`config.mk`:
```
export PLATFORM = sky130hd
export DESIGN_NAME = isc_top
export DESIGN_NICKNAME = d
export VERILOG_FILES = /design/src/rtl/isc_pkg.sv /design/src/rtl/isc_group_or.sv /design/src/rtl/isc_ctrl.sv /design/src/rtl/isc_datapath.sv /design/src/rtl/isc_top.sv
export SDC_FILE = /design/constraint.sdc
export NUM_CORES = 1
export LEC_CHECK = 0
export BUFFER_PORTS_ARGS = -buffer_cell sky130_fd_sc_hd__buf_2
export CAP_MARGIN = 20
export CORE_MARGIN = 1
export CORE_UTILIZATION = 36
export DETAILED_ROUTE_END_ITERATION = 8
export GPL_TIMING_DRIVEN = 0
export PLACE_DENSITY = 0.73
export SKIP_CTS_REPAIR_TIMING = 1
export SLEW_MARGIN = 20
export SYNTH_ARGS = -nofsm -noshare
export SYNTH_HDL_FRONTEND = slang
export SYNTH_SLANG_ARGS = --single-unit
```
`constraint.sdc`:
```
create_clock -name clk -period 3.5 [get_ports clk]
set_input_delay 0.7 -clock clk [delete_from_list [all_inputs] [get_ports clk]]
set_output_delay 0.7 -clock clk [all_outputs]
set_load 0.05 [all_outputs]
```
`src/rtl/isc_pkg.sv`:
```
package isc_pkg;
  localparam int DATA_W  = 32;
  localparam int STATE_W = 3;

  typedef logic [DATA_W-1:0]  word_t;
  typedef logic [STATE_W-1:0] pstate_t;

  // event bit positions
  localparam int POS_TX_DONE   = 0;
  localparam int POS_TX_STOP   = 1;
  localparam int POS_TX_NOBUF  = 2;
  localparam int POS_TX_JABBER = 3;
  localparam int POS_LINK_OK   = 4;
  localparam int POS_UNDERRUN  = 5;
  localparam int POS_RX_DONE   = 6;
  localparam int POS_RX_NOBUF  = 7;
  localparam int POS_RX_STOP   = 8;
  localparam int POS_RX_WDOG   = 9;
  localparam int POS_EARLY_TX  = 10;
  localparam int POS_TIMER     = 11;
  localparam int POS_LINK_DOWN = 12;
  localparam int POS_BUS_ERR   = 13;
  localparam int POS_EARLY_RX  = 14;
  localparam int POS_ABN_SUM   = 15;
  localparam int POS_NRM_SUM   = 16;
  localparam int RX_ST_LSB     = 17;
  localparam int TX_ST_LSB     = 20;
  localparam int POS_GP_PORT   = 26;
  localparam int POS_LINK_CHG  = 27;

  localparam word_t NORMAL_BITS =
      (word_t'(1) << POS_TX_DONE)  | (word_t'(1) << POS_TX_NOBUF) |
      (word_t'(1) << POS_RX_DONE)  | (word_t'(1) << POS_TIMER)    |
      (word_t'(1) << POS_EARLY_RX);

  localparam word_t ABNORMAL_BITS =
      (word_t'(1) << POS_TX_STOP)   | (word_t'(1) << POS_TX_JABBER) |
      (word_t'(1) << POS_LINK_OK)   | (word_t'(1) << POS_UNDERRUN)  |
      (word_t'(1) << POS_RX_NOBUF)  | (word_t'(1) << POS_RX_STOP)   |
      (word_t'(1) << POS_RX_WDOG)   | (word_t'(1) << POS_EARLY_TX)  |
      (word_t'(1) << POS_LINK_DOWN) | (word_t'(1) << POS_BUS_ERR)   |
      (word_t'(1) << POS_GP_PORT)   | (word_t'(1) << POS_LINK_CHG);

  localparam word_t EVENT_BITS   = NORMAL_BITS | ABNORMAL_BITS;
  localparam word_t SUMMARY_BITS = (word_t'(1) << POS_ABN_SUM) | (word_t'(1) << POS_NRM_SUM);
  localparam word_t CLEAR_BITS   = EVENT_BITS | SUMMARY_BITS;
  localparam word_t RX_FIELD     = word_t'({STATE_W{1'b1}}) << RX_ST_LSB;
  localparam word_t TX_FIELD     = word_t'({STATE_W{1'b1}}) << TX_ST_LSB;
  localparam word_t HOLD_BITS    = ~(CLEAR_BITS | RX_FIELD | TX_FIELD);

  localparam word_t STATUS_RST = 32'hF000_0000;
  localparam word_t MASK_RST   = 32'hF3FE_0000;

  typedef struct packed {
    word_t   setBits;
    word_t   clrBits;
    logic    rxLoad;
    pstate_t rxVal;
    logic    txLoad;
    pstate_t txVal;
    logic    maskLoad;
    word_t   maskVal;
  } ctl_strobes_t;
endpackage

```
`src/rtl/isc_group_or.sv`:
```
module isc_group_or
  import isc_pkg::*;
#(
  parameter word_t GROUP = NORMAL_BITS
) (
  input  word_t eventsIn,
  input  word_t maskIn,
  output logic  anyOut
);
  word_t enabled;
  assign enabled = eventsIn & maskIn & GROUP;
  assign anyOut  = |enabled;
endmodule

```
`src/rtl/isc_ctrl.sv`:
```
module isc_ctrl
  import isc_pkg::*;
(
  input  word_t        evtSet,
  input  logic         hostWrEn,
  input  word_t        hostWrData,
  input  logic         maskWrEn,
  input  word_t        maskWrData,
  input  logic         rxStateWr,
  input  pstate_t      rxStateVal,
  input  logic         txStateWr,
  input  pstate_t      txStateVal,
  output ctl_strobes_t strobes
);
  always_comb begin
    strobes          = '0;
    strobes.setBits  = evtSet & EVENT_BITS;
    strobes.clrBits  = hostWrEn ? (hostWrData & CLEAR_BITS) : '0;
    strobes.rxLoad   = rxStateWr;
    strobes.rxVal    = rxStateVal;
    strobes.txLoad   = txStateWr;
    strobes.txVal    = txStateVal;
    strobes.maskLoad = maskWrEn;
    strobes.maskVal  = maskWrData;
  end
endmodule

```
`src/rtl/isc_datapath.sv`:
```
module isc_datapath
  import isc_pkg::*;
(
  input  logic         clk,
  input  logic         rstN,
  input  ctl_strobes_t strobes,
  output word_t        statusQ,
  output word_t        maskQ,
  output logic         irqQ
);
  word_t evNext;
  word_t maskNext;
  word_t statusNext;
  logic  nrmSum;
  logic  abnSum;

  // per-bit sticky latch: a set beats a clear in the same cycle
  for (genvar b = 0; b < DATA_W; b++) begin : g_bit
    if (EVENT_BITS[b]) begin : g_evt
      assign evNext[b] = strobes.setBits[b] | (statusQ[b] & ~strobes.clrBits[b]);
    end else begin : g_none
      assign evNext[b] = 1'b0;
    end
  end

  assign maskNext = strobes.maskLoad ? strobes.maskVal : maskQ;

  isc_group_or #(.GROUP(NORMAL_BITS)) u_nrm (
    .eventsIn(evNext), .maskIn(maskNext), .anyOut(nrmSum));
  isc_group_or #(.GROUP(ABNORMAL_BITS)) u_abn (
    .eventsIn(evNext), .maskIn(maskNext), .anyOut(abnSum));

  always_comb begin
    statusNext = (statusQ & HOLD_BITS) | evNext;
    statusNext[RX_ST_LSB +: STATE_W] = strobes.rxLoad ? strobes.rxVal
                                                      : statusQ[RX_ST_LSB +: STATE_W];
    statusNext[TX_ST_LSB +: STATE_W] = strobes.txLoad ? strobes.txVal
                                                      : statusQ[TX_ST_LSB +: STATE_W];
    statusNext[POS_NRM_SUM] = nrmSum;
    statusNext[POS_ABN_SUM] = abnSum;
  end

  always_ff @(posedge clk or negedge rstN) begin
    if (!rstN) begin
      statusQ <= STATUS_RST;
      maskQ   <= MASK_RST;
      irqQ    <= 1'b0;
    end else begin
      statusQ <= statusNext;
      maskQ   <= maskNext;
      irqQ    <= |(statusNext & maskNext & SUMMARY_BITS);
    end
  end

  // every requested set is visible at the next edge
  p_set_wins_r4: assert property (@(posedge clk) disable iff (!rstN)
    (|strobes.setBits) |=> ((statusQ & $past(strobes.setBits)) == $past(strobes.setBits)));

  // a clear without a matching set leaves the bit low
  p_clear_r3: assert property (@(posedge clk) disable iff (!rstN)
    (|(strobes.clrBits & ~strobes.setBits & EVENT_BITS)) |=>
      ((statusQ & $past(strobes.clrBits & ~strobes.setBits & EVENT_BITS)) == '0));

  // normal summary agrees with visible words
  p_nrm_sum_r5: assert property (@(posedge clk) disable iff (!rstN)
    statusQ[POS_NRM_SUM] == (|(statusQ & maskQ & NORMAL_BITS)));

  // abnormal summary agrees with visible words
  p_abn_sum_r6: assert property (@(posedge clk) disable iff (!rstN)
    statusQ[POS_ABN_SUM] == (|(statusQ & maskQ & ABNORMAL_BITS)));

  // interrupt line agrees with enabled summaries
  p_irq_r8: assert property (@(posedge clk) disable iff (!rstN)
    irqQ == (|(statusQ & maskQ & SUMMARY_BITS)));

  // state fields hold without a load
  p_rx_hold_r9: assert property (@(posedge clk) disable iff (!rstN)
    !strobes.rxLoad |=> $stable(statusQ[RX_ST_LSB +: STATE_W]));
  p_tx_hold_r9: assert property (@(posedge clk) disable iff (!rstN)
    !strobes.txLoad |=> $stable(statusQ[TX_ST_LSB +: STATE_W]));

  // enable word loads whole
  p_mask_load_r10: assert property (@(posedge clk) disable iff (!rstN)
    strobes.maskLoad |=> (maskQ == $past(strobes.maskVal)));
endmodule

```
`src/rtl/isc_top.sv`:
```
module isc_top
  import isc_pkg::*;
(
  input  logic        clk,
  input  logic        rstN,
  input  logic [31:0] evtSet,
  input  logic        hostWrEn,
  input  logic [31:0] hostWrData,
  input  logic        maskWrEn,
  input  logic [31:0] maskWrData,
  input  logic        rxStateWr,
  input  logic [2:0]  rxStateVal,
  input  logic        txStateWr,
  input  logic [2:0]  txStateVal,
  output logic [31:0] statusOut,
  output logic [31:0] maskOut,
  output logic        irqOut
);
  ctl_strobes_t strobes;

  isc_ctrl u_ctrl (
    .evtSet(evtSet), .hostWrEn(hostWrEn), .hostWrData(hostWrData),
    .maskWrEn(maskWrEn), .maskWrData(maskWrData),
    .rxStateWr(rxStateWr), .rxStateVal(rxStateVal),
    .txStateWr(txStateWr), .txStateVal(txStateVal),
    .strobes(strobes));

  isc_datapath u_dp (
    .clk(clk), .rstN(rstN), .strobes(strobes),
    .statusQ(statusOut), .maskQ(maskOut), .irqQ(irqOut));
endmodule

```
==> parameters.txt, run 1 <==
Parameter                              Value

Yosys
  Synthesis warning total    0
  Netlist area before placement    ~0.0024 mm^2
  Library cell with the largest summed area after synthesis    sky130_fd_sc_hd__dfrtp_1
  Total of flip-flops plus latches after synthesis    58
  Number of distinct library cells after synthesis    20
  Post-Syn Instances    163
  Sequential element share of the synthesized area    between 60 and 70%
  Post-synth top area share    roughly 48%
  Avg Synthesized Cell Area    roughly 15 um^2
  Cell types occupying the most area after synthesis    sky130_fd_sc_hd__dfrtp_1 48%, sky130_fd_sc_hd__dfstp_2 14%, sky130_fd_sc_hd__mux2_2 7.1%

Cells and area
  Fraction of layout instances using a drive strength above 1    around 66%
  Final core occ    53.2%
  Number of filler cells placed in the layout    about 560
  Growth of design area from synthesis to finish    42.8%
  Seq. cell area    about 0.0015 mm^2
  Net count reported at finish    around 420
  Fin cells    approximately 400
  Number of diodes    0
  Area of the multi-input gates    835 um^2

STA
  Worst clock skew    0.00769 ns
  Max-slew violation count    0
  WHS    0.426 ns
  Hold violation count in the final report    0
  Remaining max-slew budget at the tightest pin    between 50% and 60%
  Final worst path period share    between 50% and 60%
  Shortest period the worst path allows    ~2.0 ns
  Setup Viol. Count Final    0
  Min setup slack post-route    1.53 ns
  Unrepaired setup endpoints after global routing    no
  Pin slew with the least headroom to its limit    a little under 0.7 ns
  Peak Freq    around 0.51 GHz
  Setup tns final    0 ns

Floorplan
  Die height    slightly above 80 um
  I/O pin count    between 150 and 200
  Placeable Area    0.00635 mm^2
  Die Span X    83.1 um
  Starting density of the core    37.2%
  Full die area    between 0.006 and 0.007 mm^2
  Number of rows created at floorplan    29

Run status
  Status    finished, final reports clean

Global routing
  Initial antenna violation count    0
  Maximum number of pins on one net before global-route repair    59
  GRT Util Overall    16.5%
  First-pass GRT wire length    around 9000 um
  Vias in the first global route    1,885
  Global route total overflow    0

Power and ir drop
  Standby leakage power    around 1.6 nW
  Worst VDD drop    roughly 0.32 mV
  Power per Cell Area    ~570 mW/mm^2

Routing
  Post-DR wirelength/cell    roughly 13 um
  Detailed Route Iter0 Violations    24
  Final Routed Wirelength    roughly 5200 um
  Remaining routing DRC violations    0
  Final ANT Viol Nets    0
  Total vias in the final route    1,852
  Detailed-routing iteration count for the pre-antenna-repair pass    4
  Detail-routed via count per cell    between 4 and 5

Clock network
  Root buffer cell    sky130_fd_sc_hd__clkbuf_8
  Number of buffers created by CTS    9
  Clock slew at the register clock pins of the worst setup and hold paths    roughly 0.07 ns
  Worst skew pair latency    0.33 ns
  CTS tree    yes
  Number of H-tree levels    3
  Max Root-Sink Buffers    2
  Number of clock sinks    slightly below 60

Placement
  Setup Slack @ Placement    between 1 and 1.5 ns
  Number of buffer cells added on primary ports    between 100 and 150
  Final Wtd Congestion    approximately 0.77
  Cell count after placement    380
  Sum of net half-perimeters after detailed placement    4010 um

Critical path
  Critical path endpoint category    register
  Maximum single-stage delay on the critical path    around 0.36 ns
  Data required time of the critical path    about 3.7 ns
  Worst path cell trace    buf_2 > buf_6 > mux2_2 > o21ai_1 > nand4_1 > or3_4 > a22o_1
  CP Data Arrival Time    2.19 ns
  Cell at the slowest stage of the critical path    sky130_fd_sc_hd__mux2_2
  Startpoint Class    input pin
  WS Path Type    input pin to register
  Crit Path Max Fanout    10

Min path
  Tightest Hold Check Type    input pin to asynchronous set/reset pin

Flow run
  Number of max-capacitance violations reported    0
where the power goes:
group          internal [W]  switching [W]  leakage [nW]
combinational      0.000143       0.000328         0.903
clock              0.000418       0.000256         0.109
sequential         0.000741      0.0000268         0.628
cell usage in the layout, fill, tap and decap left out:
master | synthesis | final
sky130_fd_sc_hd__a211o_1 | 1 | 1
sky130_fd_sc_hd__a21boi_0 | 6 | 6
sky130_fd_sc_hd__a21boi_1 | 6 | 6
sky130_fd_sc_hd__a21o_1 | 5 | 5
sky130_fd_sc_hd__a22o_1 | 3 | 3
sky130_fd_sc_hd__buf_2 | 2 | 136
sky130_fd_sc_hd__buf_4 | 8 | 9
sky130_fd_sc_hd__buf_6 | 1 | 1
sky130_fd_sc_hd__bufinv_16 | 0 | 2
sky130_fd_sc_hd__clkbuf_1 | 0 | 1
sky130_fd_sc_hd__clkbuf_8 | 0 | 10
sky130_fd_sc_hd__clkinv_2 | 0 | 2
sky130_fd_sc_hd__clkinvlp_4 | 0 | 1
sky130_fd_sc_hd__conb_1 | 2 | 7
sky130_fd_sc_hd__dfrtp_1 | 45 | 45
sky130_fd_sc_hd__dfstp_2 | 13 | 13
sky130_fd_sc_hd__mux2_1 | 14 | 14
sky130_fd_sc_hd__mux2_2 | 15 | 15
sky130_fd_sc_hd__mux2_4 | 9 | 9
sky130_fd_sc_hd__nand2_1 | 5 | 5
sky130_fd_sc_hd__nand4_1 | 3 | 3
sky130_fd_sc_hd__o21ai_0 | 2 | 2
sky130_fd_sc_hd__o21ai_1 | 10 | 10
sky130_fd_sc_hd__or2_2 | 12 | 12
sky130_fd_sc_hd__or3_4 | 1 | 1
sequential cells by signal, indices dropped and copies added, names as in the netlist:
register	cells
u_dp.statusQ	25
u_dp.irqQ	1
u_dp.maskQ	32
worst max-delay path, delay by kind of cell:
family	cells	cell delay, ns
and+or+nand+nor	2	0.48
muxes	1	0.36
buffers and inverters	2	0.33
AOI/OAI and AO/OA	2	0.31
metal layers:
metal | track usage [%] | vias up | routed length [um] | share of wire, %
met4 | 9.09 | 0 | 88 | 1.7
met5 | 0 | - | 0 | 0
li1 | - | 870 | - | -
met1 | 19.3 | 877 | 2200 | 42
met2 | 27.1 | 95 | 2480 | 48
met3 | 5.17 | 10 | 444 | 8.5
stage by stage:
stage	cell area, um^2	total power [W]
floorplan	2380	0.00112
global placement	3160	0.00125
detailed placement	3160	0.00126
CTS	3380	0.00194
global route	3380	0.00200
finish	3380	0.00191
path summary, 6_finish.rpt:
kind / start / end / slack [ns] / cells after the start
max reg2reg: u_dp.maskQ[13] / u_dp.irqQ / 1.90 / 5
min reg2reg: u_dp.statusQ[0] / u_dp.statusQ[0] / 0.50 / 1
min in group clk: u_dp.statusQ[0] / u_dp.statusQ[0] / 0.50 / 1
min: rstN / u_dp.statusQ[14] / 0.43 / 1
max: maskWrEn / u_dp.irqQ / 1.53 / 7
max in group asynchronous: rstN / u_dp.statusQ[12] / 2.62 / 1
area by class of cell:
class | instances | area share (%)
flip-flops and latches | 58 | 43.5
clock buffers | 11 | 4.19
multi-input cells | 99 | 24.7
clock inverters | 5 | 2.30
well taps | 77 | 2.85
plain buffers | 11 | 2.41
repair buffers | 135 | 20.1
Yosys cell counts:
library cell,instances
sky130_fd_sc_hd__a211o_1,1
sky130_fd_sc_hd__a21boi_0,6
sky130_fd_sc_hd__a21boi_1,6
sky130_fd_sc_hd__a21o_1,5
sky130_fd_sc_hd__a22o_1,3
sky130_fd_sc_hd__buf_2,2
sky130_fd_sc_hd__buf_4,8
sky130_fd_sc_hd__buf_6,1
sky130_fd_sc_hd__conb_1,2
sky130_fd_sc_hd__dfrtp_1,45
sky130_fd_sc_hd__dfstp_2,13
sky130_fd_sc_hd__mux2_1,14
sky130_fd_sc_hd__mux2_2,15
sky130_fd_sc_hd__mux2_4,9
sky130_fd_sc_hd__nand2_1,5
sky130_fd_sc_hd__nand4_1,3
sky130_fd_sc_hd__o21ai_0,2
sky130_fd_sc_hd__o21ai_1,10
sky130_fd_sc_hd__or2_2,12
sky130_fd_sc_hd__or3_4,1
cells by family after synthesis:
logic type      count (synthesis)  synth area share (%)
mux                            38                  19.5
buf+inv                        11                  3.44
flops                          58                  62.1
other cells                     2                 0.318
simple gates                   21                  5.24
compound gates                 33                  9.42
(Power assumes the default switching activity.)
==> run 2: changes to the inputs <==
--- a/config.mk
+++ b/config.mk
@@ -11,7 +11,7 @@
 export CORE_UTILIZATION = 36
 export DETAILED_ROUTE_END_ITERATION = 8
 export GPL_TIMING_DRIVEN = 0
-export PLACE_DENSITY = 0.73
+export PLACE_DENSITY = 0.75
 export SKIP_CTS_REPAIR_TIMING = 1
 export SLEW_MARGIN = 20
 export SYNTH_ARGS = -nofsm -noshare
==> constraint.sdc (replaced) <==
create_clock -name clk -period 1.6 [get_ports clk]
set_input_delay 0.32 -clock clk [delete_from_list [all_inputs] [get_ports clk]]
set_output_delay 0.32 -clock clk [all_outputs]
set_load 0.05 [all_outputs]
==> run 2 against run 1 <==
Compared with the run above: the run now ends with setup timing left; core utilization grew 1.8 points; routed wire length grew 2.3%; first-iteration DRC count shrank 21%; sequential power grew 120%; hold slack lost 0.38 ns; critical path depth shrank 2; cell area grew 3.4%; cell count grew 1.0%; critical path type is now register to register; largest cell class unchanged.
==> parameters.txt, run 2 (synthesized netlist as in run 1, its figures left out) <==
Parameter                              Value

Cells and area
  Net count reported at finish    426 (+0.95%)
  Fin cells    400 (+1.0%)
  Reg with most FFs    u_dp.maskQ
  Highest-count cells in the layout ignoring fill and taps    135 x sky130_fd_sc_hd__buf_2, 30 x sky130_fd_sc_hd__dfrtp_1, 15 x sky130_fd_sc_hd__dfrtp_2, 14 x sky130_fd_sc_hd__mux2_1
  Growth of design area from synthesis to finish    47.7%
  Fraction of layout instances using a drive strength above 1    74.9% (+8.8 points)
  Biggest registers after layout    u_dp.maskQ x32, u_dp.statusQ x25, u_dp.irqQ x1
  Flip-flop count of the largest register, all copies and words added    32 (unchanged)
  Leading cell type in the layout, fill and taps excluded    sky130_fd_sc_hd__buf_2
  Number of diodes    0 (unchanged)
  Post-route design area    0.00349 mm^2 (+3.4%)

Power and ir drop
  Portion of total power attributed to the clock network    32.8% (-2.4 points)
  Standby leakage power    1.67 nW (+2.1%)
  Power per Cell Area    1180 mW/mm^2 (+110%)
  Portion of total power attributed to sequential cells    41.0% (+0.9 points)
  Net switching power    0.00135 W (+120%)
  Combinational Power Share    26.2% (+1.5 points)
  Total internal power    0.00276 W (+110%)
  Proportion of total power due to net switching    32.8% (+0.85 points)
  Worst VDD drop    0.692 mV (+110%)

Critical path
  Data required time of the critical path    1.81 ns (-1.91 ns)
  Setup slack of the most critical reg-to-reg path    -0.02 ns (-1.92 ns)
  Critical path endpoint category    register
  Maximum single-stage delay on the critical path    0.40 ns (+0.04 ns)
  Cell at the slowest stage of the critical path    sky130_fd_sc_hd__dfrtp_2
  Startpoint Class    register
  CP Data Arrival Time    1.82 ns (-0.37 ns)
  WS Path Type    register to register
  Crit Path Max Fanout    2 (-8)
  Worst path cell trace    mux2_4 > o21ai_2 > nand4_1 > or3_4 > a22o_1

STA
  Setup Viol. Count Final    1 (+1)
  Max-slew violation count    0 (unchanged)
  Shortest period the worst path allows    between 1.5 and 2 ns
  Hold violation count in the final report    0 (unchanged)
  Remaining max-slew budget at the tightest pin    53.3% (-0.33 points)
  Worst clock skew    0.00474 ns (-0.00295 ns)
  Final worst path period share    101%
  Peak Freq    ~0.62 GHz
  Min setup slack post-route    -0.0153 ns (-1.55 ns)
  WHS    0.0463 ns (-0.380 ns)
  Pin slew with the least headroom to its limit    0.701 ns (+0.00490 ns)
  Unrepaired setup endpoints after global routing    yes

Global routing
  First-pass GRT wire length    8560 um (-2.7%)
  Initial antenna violation count    0 (unchanged)
  Maximum number of pins on one net before global-route repair    59 (unchanged)
  GRT Util Overall    15.8% (-0.71 points)
  Global route total overflow    0 (unchanged)
  Vias in the first global route    1,857 (-1.5%)

Clock network
  CTS tree    yes
  Root buffer cell    sky130_fd_sc_hd__clkbuf_8
  Number of H-tree levels    3 (unchanged)
  Number of clock sinks    58 (unchanged)
  Max Root-Sink Buffers    2 (unchanged)
  Worst skew pair latency    0.32 ns (about the same)
  Clock slew at the register clock pins of the worst setup and hold paths    0.07 ns (about the same)
  Number of buffers created by CTS    9 (unchanged)

Routing
  Detail-routed via count per cell    4.61 (-1.4%)
  Post-DR wirelength/cell    13.3 um (+1.3%)
  Detailed Route Iter0 Violations    19 (-21%)
  Detailed-routing iteration count for the pre-antenna-repair pass    4 (unchanged)
  Remaining routing DRC violations    0 (unchanged)
  Final Routed Wirelength    5330 um (+2.3%)
  Final ANT Viol Nets    0 (unchanged)
  Total vias in the final route    1,845 (-0.38%)

Placement
  Total cell area at the placement stage    0.00318 mm^2 (+0.83%)
  Number of buffer cells added on primary ports    135 (unchanged)
  Sum of net half-perimeters after detailed placement    4020 um (+0.30%)
  Final Wtd Congestion    0.684 (-11%)
  Cell count after placement    380 (unchanged)

Floorplan
  Number of rows created at floorplan    29 (unchanged)
  Die height    83.1 um (unchanged)
  Full die area    0.00690 mm^2 (unchanged)
  I/O pin count    173 (unchanged)
  Die Span X    83.1 um (unchanged)
  Placeable Area    0.00635 mm^2 (unchanged)
  Starting density of the core    37.2% (unchanged)

Run status
  Violated checks    setup timing
  Status    finished, violations left

Flow run
  Number of max-capacitance violations reported    0 (unchanged)

Min path
  Tightest Hold Check Type    input pin to asynchronous set/reset pin
-- run 2: changes by cell type in the layout (fill, tap and decap cells not counted), sizes merged --
cell / delta
bufinv: -1
buf: +3
clkinv: +1
clkbuf: +1
-- run 2: area by class of cell --
| type | instances | area (um^2) |
|---|---|---|
| well taps | 77 | 96.3 |
| repair buffers | 139 | 732 |
| flip-flops and latches | 58 | 1490 |
| clock inverters | 5 | 52.6 |
| fillers | 549 | 2860 |
| plain buffers | 11 | 90.1 |
| multi-input cells | 99 | 883 |
| clock buffers | 11 | 151 |
-- run 2: per-stage QoR --
| step | util, % | setup slack, ns | TNS [ns] | total power (W) |
|---|---|---|---|---|
| floorplan | - | -0.0575 | -0.0575 | 0.00245 |
| global placement | 50.1 | -0.464 | -0.878 | 0.00274 |
| detailed placement | 50.1 | -0.455 | -0.864 | 0.00276 |
| CTS | 53.4 | -0.105 | -0.105 | 0.00412 |
| global route | 55.0 | -0.0782 | -0.0782 | 0.00428 |
| finish | 55.0 | -0.0153 | -0.0153 | 0.00411 |
-- run 2: per-layer routing --
metal	vias up	share of wire (%)	global-route usage (%)
met4	0	2.0	7.21
met1	863	42	19.3
met2	98	48	26.0
li1	872	-	-
met5	-	0	0
met3	12	8.1	4.57
-- run 2: final timing paths --
check                                  from               end  cells past startpoint
min                                    rstN  u_dp.statusQ[17]                      1
min in group clk                 evtSet[14]  u_dp.statusQ[14]                      2
max in group asynchronous              rstN   u_dp.statusQ[8]                      1
min reg2reg                u_dp.statusQ[22]  u_dp.statusQ[22]                      1
max reg2reg                   u_dp.maskQ[7]         u_dp.irqQ                      5
max                           u_dp.maskQ[7]         u_dp.irqQ                      5
-- run 2: power by group through the flow --
stage / clock [W] / sequential, W / combinational [W]
4_1_cts: 0.00139 / 0.00169 / 0.00105
3_3_place_gp: 0 / 0.00171 / 0.00104
2_1_floorplan: 0 / 0.00219 / 0.000264
5_1_grt: 0.00144 / 0.00170 / 0.00114
6_report: 0.00135 / 0.00169 / 0.00108
3_5_place_dp: 0 / 0.00171 / 0.00105
-- run 2: worst max-delay path, delay by kind of cell (launching register included) --
| family | cells | cell delay [ns] |
|---|---|---|
| mux | 1 | 0.28 |
| flops | 1 | 0.40 |
| simple gates | 2 | 0.53 |
| compound gates | 2 | 0.29 |
